**config.mk**
```make
export PLATFORM = sky130hd
export DESIGN_NAME = dsf_tx
export DESIGN_NICKNAME = d
export VERILOG_FILES = /design/src/rtl/dsf_tx.sv
export SDC_FILE = /design/constraint.sdc
export NUM_CORES = 1
export LEC_CHECK = 0
export BUFFER_PORTS_ARGS = -buffer_cell sky130_fd_sc_hd__clkbuf_2
export CORE_MARGIN = 3
export CORE_UTILIZATION = 54
export DETAILED_ROUTE_END_ITERATION = 7
export PLACE_DENSITY = 0.82
export RECOVER_POWER = 100
export SLEW_MARGIN = 20
export SYNTH_ARGS = -nofsm -noshare
export SYNTH_HDL_FRONTEND = slang
export SYNTH_SLANG_ARGS = --single-unit
```
**constraint.sdc**
```tcl
create_clock -name clk -period 2.15 [get_ports clk]
set_input_delay 0.1075 -clock clk [delete_from_list [all_inputs] [get_ports clk]]
set_output_delay 0.1075 -clock clk [all_outputs]
set_load 0.01 [all_outputs]
```
**src/rtl/dsf_tx.sv**
```systemverilog
module dsf_tx #(
  parameter int WORD_W      = 16,
  parameter int CNT_W       = 6,
  parameter int PAS_W       = 5,
  parameter int MIN_PASSIVE = 2
) (
  input  logic              clk,
  input  logic              rst_n,
  input  logic              fclk_en,
  input  logic              trigger,
  input  logic              rep_mode,
  input  logic              chan_disable,
  input  logic              cmd_frame,
  input  logic [CNT_W-1:0]  cmd_bits,
  input  logic [PAS_W-1:0]  passive_len,
  input  logic [WORD_W-1:0] word_lo,
  input  logic [WORD_W-1:0] word_hi,
  output logic              sdo,
  output logic              busy,
  output logic              frame_done,
  output logic              dis_status
);
  localparam int FRAME_W = 2 * WORD_W;

  typedef enum logic [1:0] {S_IDLE, S_SHIFT, S_PASS} st_t;

  st_t              st;
  logic [FRAME_W-1:0] shreg;
  logic [CNT_W-1:0] bits_left;
  logic [PAS_W-1:0] pas_left;
  logic             cmd_sh;
  logic             pend;

  wire [CNT_W-1:0] nb_eff  = (cmd_bits > CNT_W'(FRAME_W)) ? CNT_W'(FRAME_W) : cmd_bits;
  wire [PAS_W-1:0] pas_eff = (passive_len < PAS_W'(MIN_PASSIVE)) ? PAS_W'(MIN_PASSIVE) : passive_len;
  wire start    = (st == S_IDLE) && !chan_disable && (rep_mode || trigger || pend);
  wire zero_cmd = cmd_frame && (nb_eff == '0);

  assign busy = (st != S_IDLE);
  assign sdo  = (st == S_SHIFT) && shreg[0];

  always_ff @(posedge clk or negedge rst_n) begin
    if (!rst_n) begin
      st         <= S_IDLE;
      shreg      <= '0;
      bits_left  <= '0;
      pas_left   <= '0;
      cmd_sh     <= 1'b0;
      pend       <= 1'b0;
      frame_done <= 1'b0;
      dis_status <= 1'b0;
    end else begin
      frame_done <= 1'b0;
      dis_status <= chan_disable;

      if (chan_disable || start) pend <= 1'b0;
      else if (trigger && st != S_IDLE) pend <= 1'b1;

      case (st)
        S_IDLE: if (start) begin
          cmd_sh   <= cmd_frame;
          pas_left <= pas_eff;
          shreg    <= {word_hi, word_lo};
          if (zero_cmd) frame_done <= 1'b1;
          else begin
            st        <= S_SHIFT;
            bits_left <= cmd_frame ? nb_eff : CNT_W'(FRAME_W);
          end
        end
        S_SHIFT: if (fclk_en) begin
          if (bits_left == CNT_W'(1)) begin
            if (cmd_sh) begin
              st         <= S_IDLE;
              frame_done <= 1'b1;
            end else st <= S_PASS;
          end else begin
            shreg     <= shreg >> 1;
            bits_left <= bits_left - CNT_W'(1);
          end
        end
        S_PASS: if (fclk_en) begin
          if (pas_left == PAS_W'(1)) begin
            st         <= S_IDLE;
            frame_done <= 1'b1;
          end else pas_left <= pas_left - PAS_W'(1);
        end
        default: st <= S_IDLE;
      endcase
    end
  end

  AST_DIS_HOLDS_IDLE: assert property (@(posedge clk) disable iff (!rst_n)
    chan_disable && !busy |=> !busy);
  AST_RUN_NEEDS_PULSE: assert property (@(posedge clk) disable iff (!rst_n)
    busy && !fclk_en |=> busy);
  AST_DONE_IDLE: assert property (@(posedge clk) disable iff (!rst_n)
    frame_done |-> !busy);
  AST_SHADOW_HELD: assert property (@(posedge clk) disable iff (!rst_n)
    (st == S_SHIFT) && $past(st == S_SHIFT) |-> $stable(pas_left) && $stable(cmd_sh));
  AST_BITS_RANGE: assert property (@(posedge clk) disable iff (!rst_n)
    (st == S_SHIFT) |-> (bits_left != '0) && (bits_left <= CNT_W'(FRAME_W)));
  AST_START_HAS_REQ: assert property (@(posedge clk) disable iff (!rst_n)
    $rose(busy) |-> $past(rep_mode || trigger || pend) && !$past(chan_disable));
endmodule

```
==> qor.yml, run 1 <==
rows: 24
cts_max_level: 2
grt_max_degree: 65
holdCritPathClass: "input pin to register"
critical_path_peak_fanout: 40
max_freq_mhz: 518
routed_wl_mm: 5.07
post-route-period-util_pct: 89.9
worst_path_max_delay_cell: "dfrtp_1"
netlist.area_leader.share_pct: 47.9
vias_per_cell: 5.52
fin_crit_ns: 1.93
slew_violations: 0
pin_count: 54
netlist_top_cells_area: "dfrtp_1 48%, mux2i_1 13%, o21ai_1 8.0%"
worstPathRequired_ns: 2.04
arrival_ns: 1.82
nNetsFinal: 373
cts_sinks: 49
final.setup_skew_ns: 0.00759
yosysSeqAreaShare_pct: 47.9
synth_flop_cell: "dfrtp_1"
synth_seq_cells: 49
drt_iter0_drc: 158
synth_cell_types: 42
p_leak_nw: 1.40
synth_fp_nets: 319
io_buffer_count: 53
track_usage_pct: 19.1
start_util_pct: 57.2
startpoint: "st[1]"
cp-end-kind: "primary output"
critPathKind: "register to primary output"
dieArea_um2: 5600
cts_buffer_depth: 2
clockRootBuffer: "clkbuf_8"
synth_area_um2: 2560
via_count: 2026
postCtsSetupRepairBufs: 0
first_pass_iters: 4
syn-instance-count: 261
grt_pass1_vias: 1896
die_w_um: 74.8
ys_top_cells_by_count: "49 x dfrtp_1, 41 x o21ai_1, 40 x nand2_1"
max_cap_violations: 0
antenna_found_initial: 0
final_area_um2: 2970
r2r-start: "bits_left[1]"
dpl.hpwl_mm: 3.67
slew_headroom_pct: 13.5
crit_chain: "inv_1 > ha_2 > buf_6 > and2_1 > clkbuf_1"
cts.clk_slew.worst_paths_ns: 0.09
tritoncts: "done"
worst_pin_slew_ns: 1.30
cts_buffers: 5
final-setup-viol-count: 0
rsz0062_at_grt: "false"
fillers: 379
critPathMaxStageDelay_ns: 0.40
syn_area_per_cell_um2: 9.80
synthArstFlopShare_pct: 100
drive_above_1_share_pct: 21.0
remaining_drc_errors: 0
placed_cell_area_um2: 2880
run_status: "finished clean"
fin_ws_ns: 0.218
max-vdd-ir-drop_uv: 656
synth_edf_count: 0
pre_cts_ws_ns: 0.262
antennaDiodeCount: 0
clk_latency_ns: 0.29
die_y_um: 74.8
hp-start: "word_hi[15]"
startpoint_type: "register"
overflow: 0
yosys.area.top_type: "dfrtp_1"
yosys_warnings: 0
syn_to_final_growth_pct: 15.9
gp_congestion: 0.842
wl_per_cell_um: 13.8
fin_tns_setup_ns: 0
yosysMostFrequentCell: "dfrtp_1"
hold_viol_final: 0
grt_pass1_wl_mm: 8.38
core_um2: 4470
ant_nets: 0
pwr_density_cell_nw_per_um2: 1400
state kept, by name (all words and copies together) (netlist names):
register,flops
dis_status,1
pend,1
st,2
frame_done,1
bits_left,6
cmd_sh,1
shreg,32
pas_left,5
worst max-delay path, delay by kind of cell (launching register included):
kind,cells,cell delay (ns)
DFF,1,0.40
buffers and inverters,3,0.65
adders and majority gates,1,0.29
and+or+nand+nor,1,0.19
per-layer routing:
metal,part of all wire (%),wire [µm],track usage [%],up-vias
li1,-,-,-,1026
met4,0.89,45,4.35,0
met1,46,2340,25.5,951
met2,49,2490,31.9,44
met3,3.7,187,4.41,5
met5,0,0,0,-
logic make-up after synthesis:
family / after synthesis / share of synthesized area (%)
DFF: 49 / 47.9
buffers and inverters: 23 / 3.91
muxes: 34 / 13.4
adders and majority gates: 8 / 3.91
and+or+nand+nor: 74 / 13.6
AOI/OAI and AO/OA: 73 / 17.3
worst paths after layout:
path	cells after the start	end	slack (ns)
max	5	sdo	0.22
min	3	shreg[31]	0.05
max reg2reg	7	st[1]	0.22
min reg2reg	2	shreg[0]	0.48
max in group asynchronous	3	shreg[15]	0.46
min in group asynchronous	2	shreg[0]	0.62
layout by cell type (no fill, tap or decap), types with 6 or more instances in the layout:
master / instances
clkbuf_2: 50
dfrtp_1: 49
nand2_1: 40
mux2i_1: 33
o21ai_0: 33
a21oi_1: 12
o21ai_1: 10
inv_1: 9
nor2_1: 8
ha_1: 7
nand2b_1: 6
clkbuf_1: 6
power by group:
part | internal [mW] | total (mW) | switching [mW]
clock network | 0.226 | 0.513 | 0.287
registers | 1.35 | 1.61 | 0.264
logic | 0.865 | 2.03 | 1.16
per-stage QoR:
step | util [%] | std cells | hold slack [ns] | power (mW)
after detailed placement | 64.5 | 358 | 0.147 | 3.77
after CTS | 66.7 | 367 | 0.0262 | 4.30
after global routing | 66.3 | 367 | 0.0460 | 4.54
after global placement | 64.5 | 358 | 0.131 | 3.68
final | 66.3 | 367 | 0.0510 | 4.15
after floorplan | - | 261 | -0.188 | 3.30
cell type report:
| type | instances | area, µm² | area share, % |
|---|---|---|---|
| well taps | 52 | 65.1 | 2.19 |
| clock inverters | 1 | 8.76 | 0.295 |
| inverters | 9 | 33.8 | 1.14 |
| multi-input cells | 189 | 1220 | 41.3 |
| repair buffers | 61 | 335 | 11.3 |
| clock buffers | 6 | 72.6 | 2.45 |
| flip-flops and latches | 49 | 1230 | 41.4 |
what timing repair did:
item,4_1_cts,5_1_grt
hold buffers,2,0
setup endpoints to repair,0,1
resized for setup,0,1
hold endpoints to repair,23,0
No activity file was read; power rests on OpenSTA's default activity.
==> run 2: changes to the inputs <==
--- a/config.mk
+++ b/config.mk
@@ -5,10 +5,10 @@
 export SDC_FILE = /design/constraint.sdc
 export NUM_CORES = 1
 export LEC_CHECK = 0
-export BUFFER_PORTS_ARGS = -buffer_cell sky130_fd_sc_hd__clkbuf_2
 export CORE_MARGIN = 3
-export CORE_UTILIZATION = 54
+export CORE_UTILIZATION = 63
 export DETAILED_ROUTE_END_ITERATION = 7
+export DONT_BUFFER_PORTS = 1
 export PLACE_DENSITY = 0.82
 export RECOVER_POWER = 100
 export SLEW_MARGIN = 20
==> run 2 against run 1 <==
Power rose by 5.3%. First-iteration DRC count increased by 0.63%. Core utilization up 14 points. Clock power rose by 29%. Sequential cell count is the same. Cell count shrank 7.1%. Worst hold slack worse by 0.037 ns. Die area down 13%. Critical path type is now register to register. Largest power group unchanged.
==> qor.yml, run 2 (synthesis results as in run 1) <==
largest_reg_flops: 32  # unchanged
startpoint_type: "register"
final-setup-viol-count: 0  # unchanged
remaining_drc_errors: 0  # unchanged
via_count: 1993  # -1.6%
grt_pass1_wl_mm: 9.42  # +12%
clk_latency_ns: 0.31  # +0.02 ns
rows: 22  # -8.3%
hold_viol_final: 0  # unchanged
grt_pass1_vias: 1962  # +3.5%
start_util_pct: 67.3  # +10 points
slew_violations: 0  # unchanged
final_area_um2: 3050  # +2.9%
pwr_density_cell_nw_per_um2: 1430  # +2.4%
cts_buffers: 5  # unchanged
rsz0062_at_grt: "false"
max_cap_violations: 0  # unchanged
core_um2: 3800  # -15%
critPathKind: "register to register"
holdCritPathClass: "input pin to register"
worstPathRequired_ns: 2.38  # +0.34 ns
post-route-period-util_pct: 91.0  # +1.1 points
utilization_pct: 80.3  # +14 points
reg2reg_depth: 8  # +1
fin_crit_ns: 1.96  # +0.0237 ns
dpl.hpwl_mm: 3.34  # -9.1%
overflow: 0  # unchanged
fin_tns_setup_ns: 0  # unchanged
reg_top3: "shreg x32, bits_left x6, pas_left x5"
die_w_um: 69.7  # -6.8%
cts_sinks: 49  # unchanged
rrSetupSlack_ns: 0.19  # -0.02 ns
slew_headroom_pct: 20.1  # +6.6 points
worst_path_max_delay_cell: "dfrtp_1"
final.setup_skew_ns: 0.00787  # +0.000275 ns
pin_count: 54  # unchanged
top_register: "shreg"
cts_buffer_depth: 2  # unchanged
arrival_ns: 2.19  # +0.37 ns
holdWs_ns: 0.0144  # -0.0366 ns
cts_max_level: 2  # unchanged
max_freq_mhz: 511  # -1.2%
wl_per_cell_um: 16.3  # +18%
tritoncts: "done"
postCtsSetupRepairBufs: 0  # unchanged
ant_nets: 0  # unchanged
whs_path_depth: 2  # -1
worst_pin_slew_ns: 1.20  # -0.0995 ns
fin_ws_ns: 0.194  # -0.0237 ns
antennaDiodeCount: 0  # unchanged
crit_path_end: "shreg[22]"
run_status: "finished clean"
r2r-start: "st[1]"
critPathMaxStageDelay_ns: 0.40  # about the same
drt_iter0_drc: 159  # +0.63%
reg2reg_to: "shreg[22]"
routed_wl_mm: 5.55  # +9.4%
cp-end-kind: "register"
pre_cts_ws_ns: 0.226  # -0.0357 ns
nNetsFinal: 350  # -6.2%
io_buffer_count: 0  # -100%
first_pass_iters: 4  # unchanged
worst_path_most_repeated_cell: "nand2_1"
critical_path_peak_fanout: 64  # +60%
placed_cell_area_um2: 2610  # -9.5%
vias_per_cell: 5.84  # +5.9%
p_leak_nw: 1.34  # -4.7%
clockRootBuffer: "clkbuf_8"
track_usage_pct: 24.4  # +5.2 points
dieArea_um2: 4860  # -13%
cts.clk_slew.worst_paths_ns: 0.09  # about the same
max-vdd-ir-drop_uv: 889  # +36%
crit_chain: "inv_1 > ha_2 > nor2b_2 > a41oi_2 > nand2_1 > buf_12 > nand2_1 > o21ai_1"
layout_commonest_cell: "dfrtp_1"
drive_above_1_share_pct: 5.80  # -15 points
die_y_um: 69.7  # -6.8%
antenna_found_initial: 0  # unchanged
syn_to_final_growth_pct: 19.3
grt_max_degree: 65  # unchanged
startpoint: "st[1]"
gp_congestion: 0.808  # -4.0%
final_cell_mix: "49 x dfrtp_1, 40 x nand2_1, 33 x mux2i_1, 33 x dlygate4sd3_1, 29 x o21ai_0"
-- run 2: cell types whose count changed in the layout (fill, tap and decap cells not counted), moves of 4 or more --
| cell | delta |
|---|---|
| clkbuf_1 | -4 |
| clkbuf_2 | -49 |
| dlygate4sd3_1 | +31 |
| o21ai_0 | -4 |
| o21ai_1 | +4 |
-- run 2: power by group --
| part | internal, mW | total [mW] | leakage [nW] | switching [mW] |
|---|---|---|---|---|
| clock network | 0.349 | 0.663 | 0.0554 | 0.314 |
| registers | 1.35 | 1.63 | 0.606 | 0.276 |
| logic | 0.885 | 2.08 | 0.676 | 1.20 |
-- run 2: worst max-delay path, delay by kind of cell (launching register included) --
family          cells  cell delay [ns]
compound gates      2             0.30
fa+ha+maj           1             0.32
buf+inv             2             0.34
flops               1             0.40
simple gates        3             0.51
-- run 2: metrics by stage --
| step | total power [mW] | std cells |
|---|---|---|
| finish | 4.37 | 341 |
| global route | 4.75 | 341 |
| CTS | 4.44 | 340 |
| detailed placement | 3.71 | 299 |
| global placement | 3.62 | 299 |
| floorplan | 3.30 | 261 |
-- run 2: routing by layer --
| metal | share of wire (%) | up-vias | track usage, % |
|---|---|---|---|
| met4 | 1.1 | 0 | 6.38 |
| met5 | 0 | - | 0 |
| li1 | - | 985 | - |
| met3 | 5.1 | 6 | 5.80 |
| met2 | 51 | 60 | 39.1 |
| met1 | 43 | 942 | 33.4 |
-- run 2: cell type report --
type | count | area, µm²
multi-input combinational | 189 | 1230
sequential | 49 | 1230
fill | 256 | 748
timing repair buffer | 38 | 387
clock buffer | 6 | 72.6
tap | 48 | 60.1
clock inverter | 2 | 38.8
inverter | 9 | 33.8
-- run 2: repair_timing --
action	CTS	global route
hold buffers	33	1
resized for setup	0	2
hold endpoints to repair	80	1
setup endpoints to repair	0	1
-- run 2: worst min-delay path by stage --
stage,endpoint,startpoint
after floorplan,bits_left[0],rst_n
after global placement,bits_left[0],rst_n
after detailed placement,bits_left[3],rst_n
after CTS,bits_left[1],cmd_bits[1]
after global routing,pas_left[0],passive_len[0]
final,bits_left[3],cmd_bits[3]
==> run 3: changes to the inputs <==
--- a/config.mk
+++ b/config.mk
@@ -9,6 +9,7 @@
 export CORE_UTILIZATION = 63
 export DETAILED_ROUTE_END_ITERATION = 7
 export DONT_BUFFER_PORTS = 1
+export HOLD_SLACK_MARGIN = 0.15
 export PLACE_DENSITY = 0.82
 export RECOVER_POWER = 100
 export SLEW_MARGIN = 20
==> run 3 against run 2 <==
Cell count rose by 4.1%. Fmax fell by 3.5%. Via count rose by 4.7%. First-iteration DRC count rose by 5.7%. Worst setup slack got worse by 0.071 ns. Highest routed layer unchanged. Critical path depth fell by 1. Clock power fell by 0.6%. Worst hold slack improved by 0.17 ns. Sequential share of layout area fell by 1.8 points. Routed wire length rose by 6.4%. Die area did not move.
==> qor.yml, run 3 (synthesis results as in run 1) <==
die_y_um: 69.7  # unchanged
nNetsFinal: 364  # +4.0%
worstPathRequired_ns: 2.31  # -0.07 ns
cts_buffer_depth: 2  # unchanged
postCtsSetupRepairBufs: 0  # unchanged
overflow: 0  # unchanged
antennaDiodeCount: 0  # unchanged
ant_nets: 0  # unchanged
rsz0062_at_grt: "true"
critPathMaxStageDelay_ns: 0.41  # about the same
post-route-period-util_pct: 94.3  # +3.3 points
hp-start: "fclk_en"
rows: 22  # unchanged
fillers: 236  # -7.8%
cp-end-kind: "register"
max_freq_mhz: 493  # -3.5%
utilization_pct: 84.0  # +3.7 points
cts.clk_slew.worst_paths_ns: 0.09  # about the same
dpl.hpwl_mm: 3.34  # unchanged
first_pass_iters: 4  # unchanged
vias_per_cell: 5.88  # +0.59%
wl_per_cell_um: 16.6  # +2.2%
critical_path_peak_fanout: 12  # -81%
startpoint_type: "register"
grt_pass1_vias: 2108  # +7.4%
antenna_found_initial: 0  # unchanged
start_util_pct: 67.3  # unchanged
cts.repair.resized: 0  # unchanged
reg2reg_to: "bits_left[0]"
reg_top3: "shreg x32, bits_left x6, pas_left x5"
final-setup-viol-count: 0  # unchanged
pin_count: 54  # unchanged
dieArea_um2: 4860  # unchanged
register_area_um2: 1230  # unchanged
fin_crit_ns: 2.03  # +0.0713 ns
pwr_density_cell_nw_per_um2: 1400  # -2.1%
p_leak_nw: 1.40  # +4.7%
largest_reg_flops: 32  # unchanged
via_count: 2087  # +4.7%
worst_pin_slew_ns: 1.19  # -0.00677 ns
track_usage_pct: 26.3  # +2.0 points
slew_headroom_pct: 20.6  # +0.45 points
clockRootBuffer: "clkbuf_8"
final.setup_skew_ns: 0.00568  # -0.00219 ns
cts_max_level: 2  # unchanged
critPathKind: "register to register"
whs_path_depth: 3  # +1
r2r-start: "st[1]"
p_total_mw: 4.48  # +2.4%
die_w_um: 69.7  # unchanged
cts_buffers: 5  # unchanged
reg2reg_depth: 7  # -1
rrSetupSlack_ns: 0.12  # -0.07 ns
gp_congestion: 0.808  # unchanged
remaining_drc_errors: 0  # unchanged
worst_path_max_delay_cell: "dfrtp_1"
io_buffer_count: 0  # unchanged
cts_sinks: 49  # unchanged
grt_max_degree: 65  # unchanged
drive_above_1_share_pct: 6.51  # +0.71 points
arrival_ns: 2.19  # about the same
hold_viol_final: 0  # unchanged
crit_chain: "inv_1 > ha_2 > mux2i_1 > a41oi_2 > o211ai_2 > a221oi_1 > a21oi_1"
drt_iter0_drc: 168  # +5.7%
max_cap_violations: 0  # unchanged
holdCritPathClass: "input pin to register"
final_cell_mix: "49 x dfrtp_1, 47 x dlygate4sd3_1, 39 x nand2_1"
routed_wl_mm: 5.90  # +6.4%
syn_to_final_growth_pct: 24.8
slew_violations: 0  # unchanged
core_um2: 3800  # unchanged
grt_pass1_wl_mm: 10.2  # +7.8%
layout_commonest_cell: "dfrtp_1"
tritoncts: "done"
multi_input_area_um2: 1230  # -0.20%
holdPathEnd: "pas_left[0]"
top_register: "shreg"
clk_latency_ns: 0.31  # about the same
run_status: "finished clean"
max-vdd-ir-drop_uv: 951  # +7.0%
==> run 3: what timing repair did <==
| item | in CTS | in global routing |
|---|---|---|
| endpoints found under the hold margin | 95 | 0 |
| hold buffers | 48 | 0 |
| endpoints found under the setup margin | 0 | 7 |
==> run 3: critical path: cells and delay by family (launching register included) <==
family	cells	cell delay, ns
compound gates	4	0.93
fa+ha+maj	1	0.32
buf+inv	1	0.10
flops	1	0.41
mux	1	0.13
==> run 3: cell type report <==
class / instances / share of cell area (%)
clock buffer: 6 / 2.27
timing repair buffer: 52 / 16.6
inverter: 9 / 1.06
tap: 48 / 1.88
sequential: 49 / 38.4
multi-input combinational: 189 / 38.5
clock inverter: 2 / 1.22
==> run 3: power breakdown <==
part	switching, mW	internal, mW
registers	0.278	1.35
logic	1.27	0.926
clock network	0.309	0.349
total	1.85	2.62
==> run 3: worst max path at each step <==
| stage | startpoint | endpoint | cells after the start |
|---|---|---|---|
| after CTS | st[1] | shreg[24] | 8 |
| after global routing | st[1] | bits_left[0] | 7 |
| after detailed placement | st[1] | bits_left[0] | 7 |
| after floorplan | st[0] | bits_left[1] | 8 |
| final | st[1] | bits_left[0] | 7 |
| after global placement | bits_left[1] | st[1] | 7 |
==> run 3: routing by layer <==
layer | GRT usage, % | share of wire, % | routed length [µm] | vias to the layer above
li1 | - | - | - | 1008
met1 | 33.7 | 40 | 2350 | 1006
met2 | 44.4 | 54 | 3160 | 61
met3 | 6.38 | 4.8 | 281 | 12
met4 | 7.87 | 1.9 | 110 | 0
met5 | 0 | 0 | 0 | -
==> run 3: per-stage QoR <==
step / area, µm² / setup slack (ns) / cells / setup TNS (ns) / hold WS [ns]
3_3_place_gp: 2610 / 0.279 / 299 / 0 / -0.187
2_1_floorplan: 2560 / 0.466 / 261 / 0 / -0.188
5_1_grt: 3190 / -0.0493 / 355 / -0.0819 / 0.192
3_5_place_dp: 2610 / 0.226 / 299 / 0 / -0.187
4_1_cts: 3220 / 0.195 / 355 / 0 / 0.164
6_report: 3190 / 0.123 / 355 / 0 / 0.185
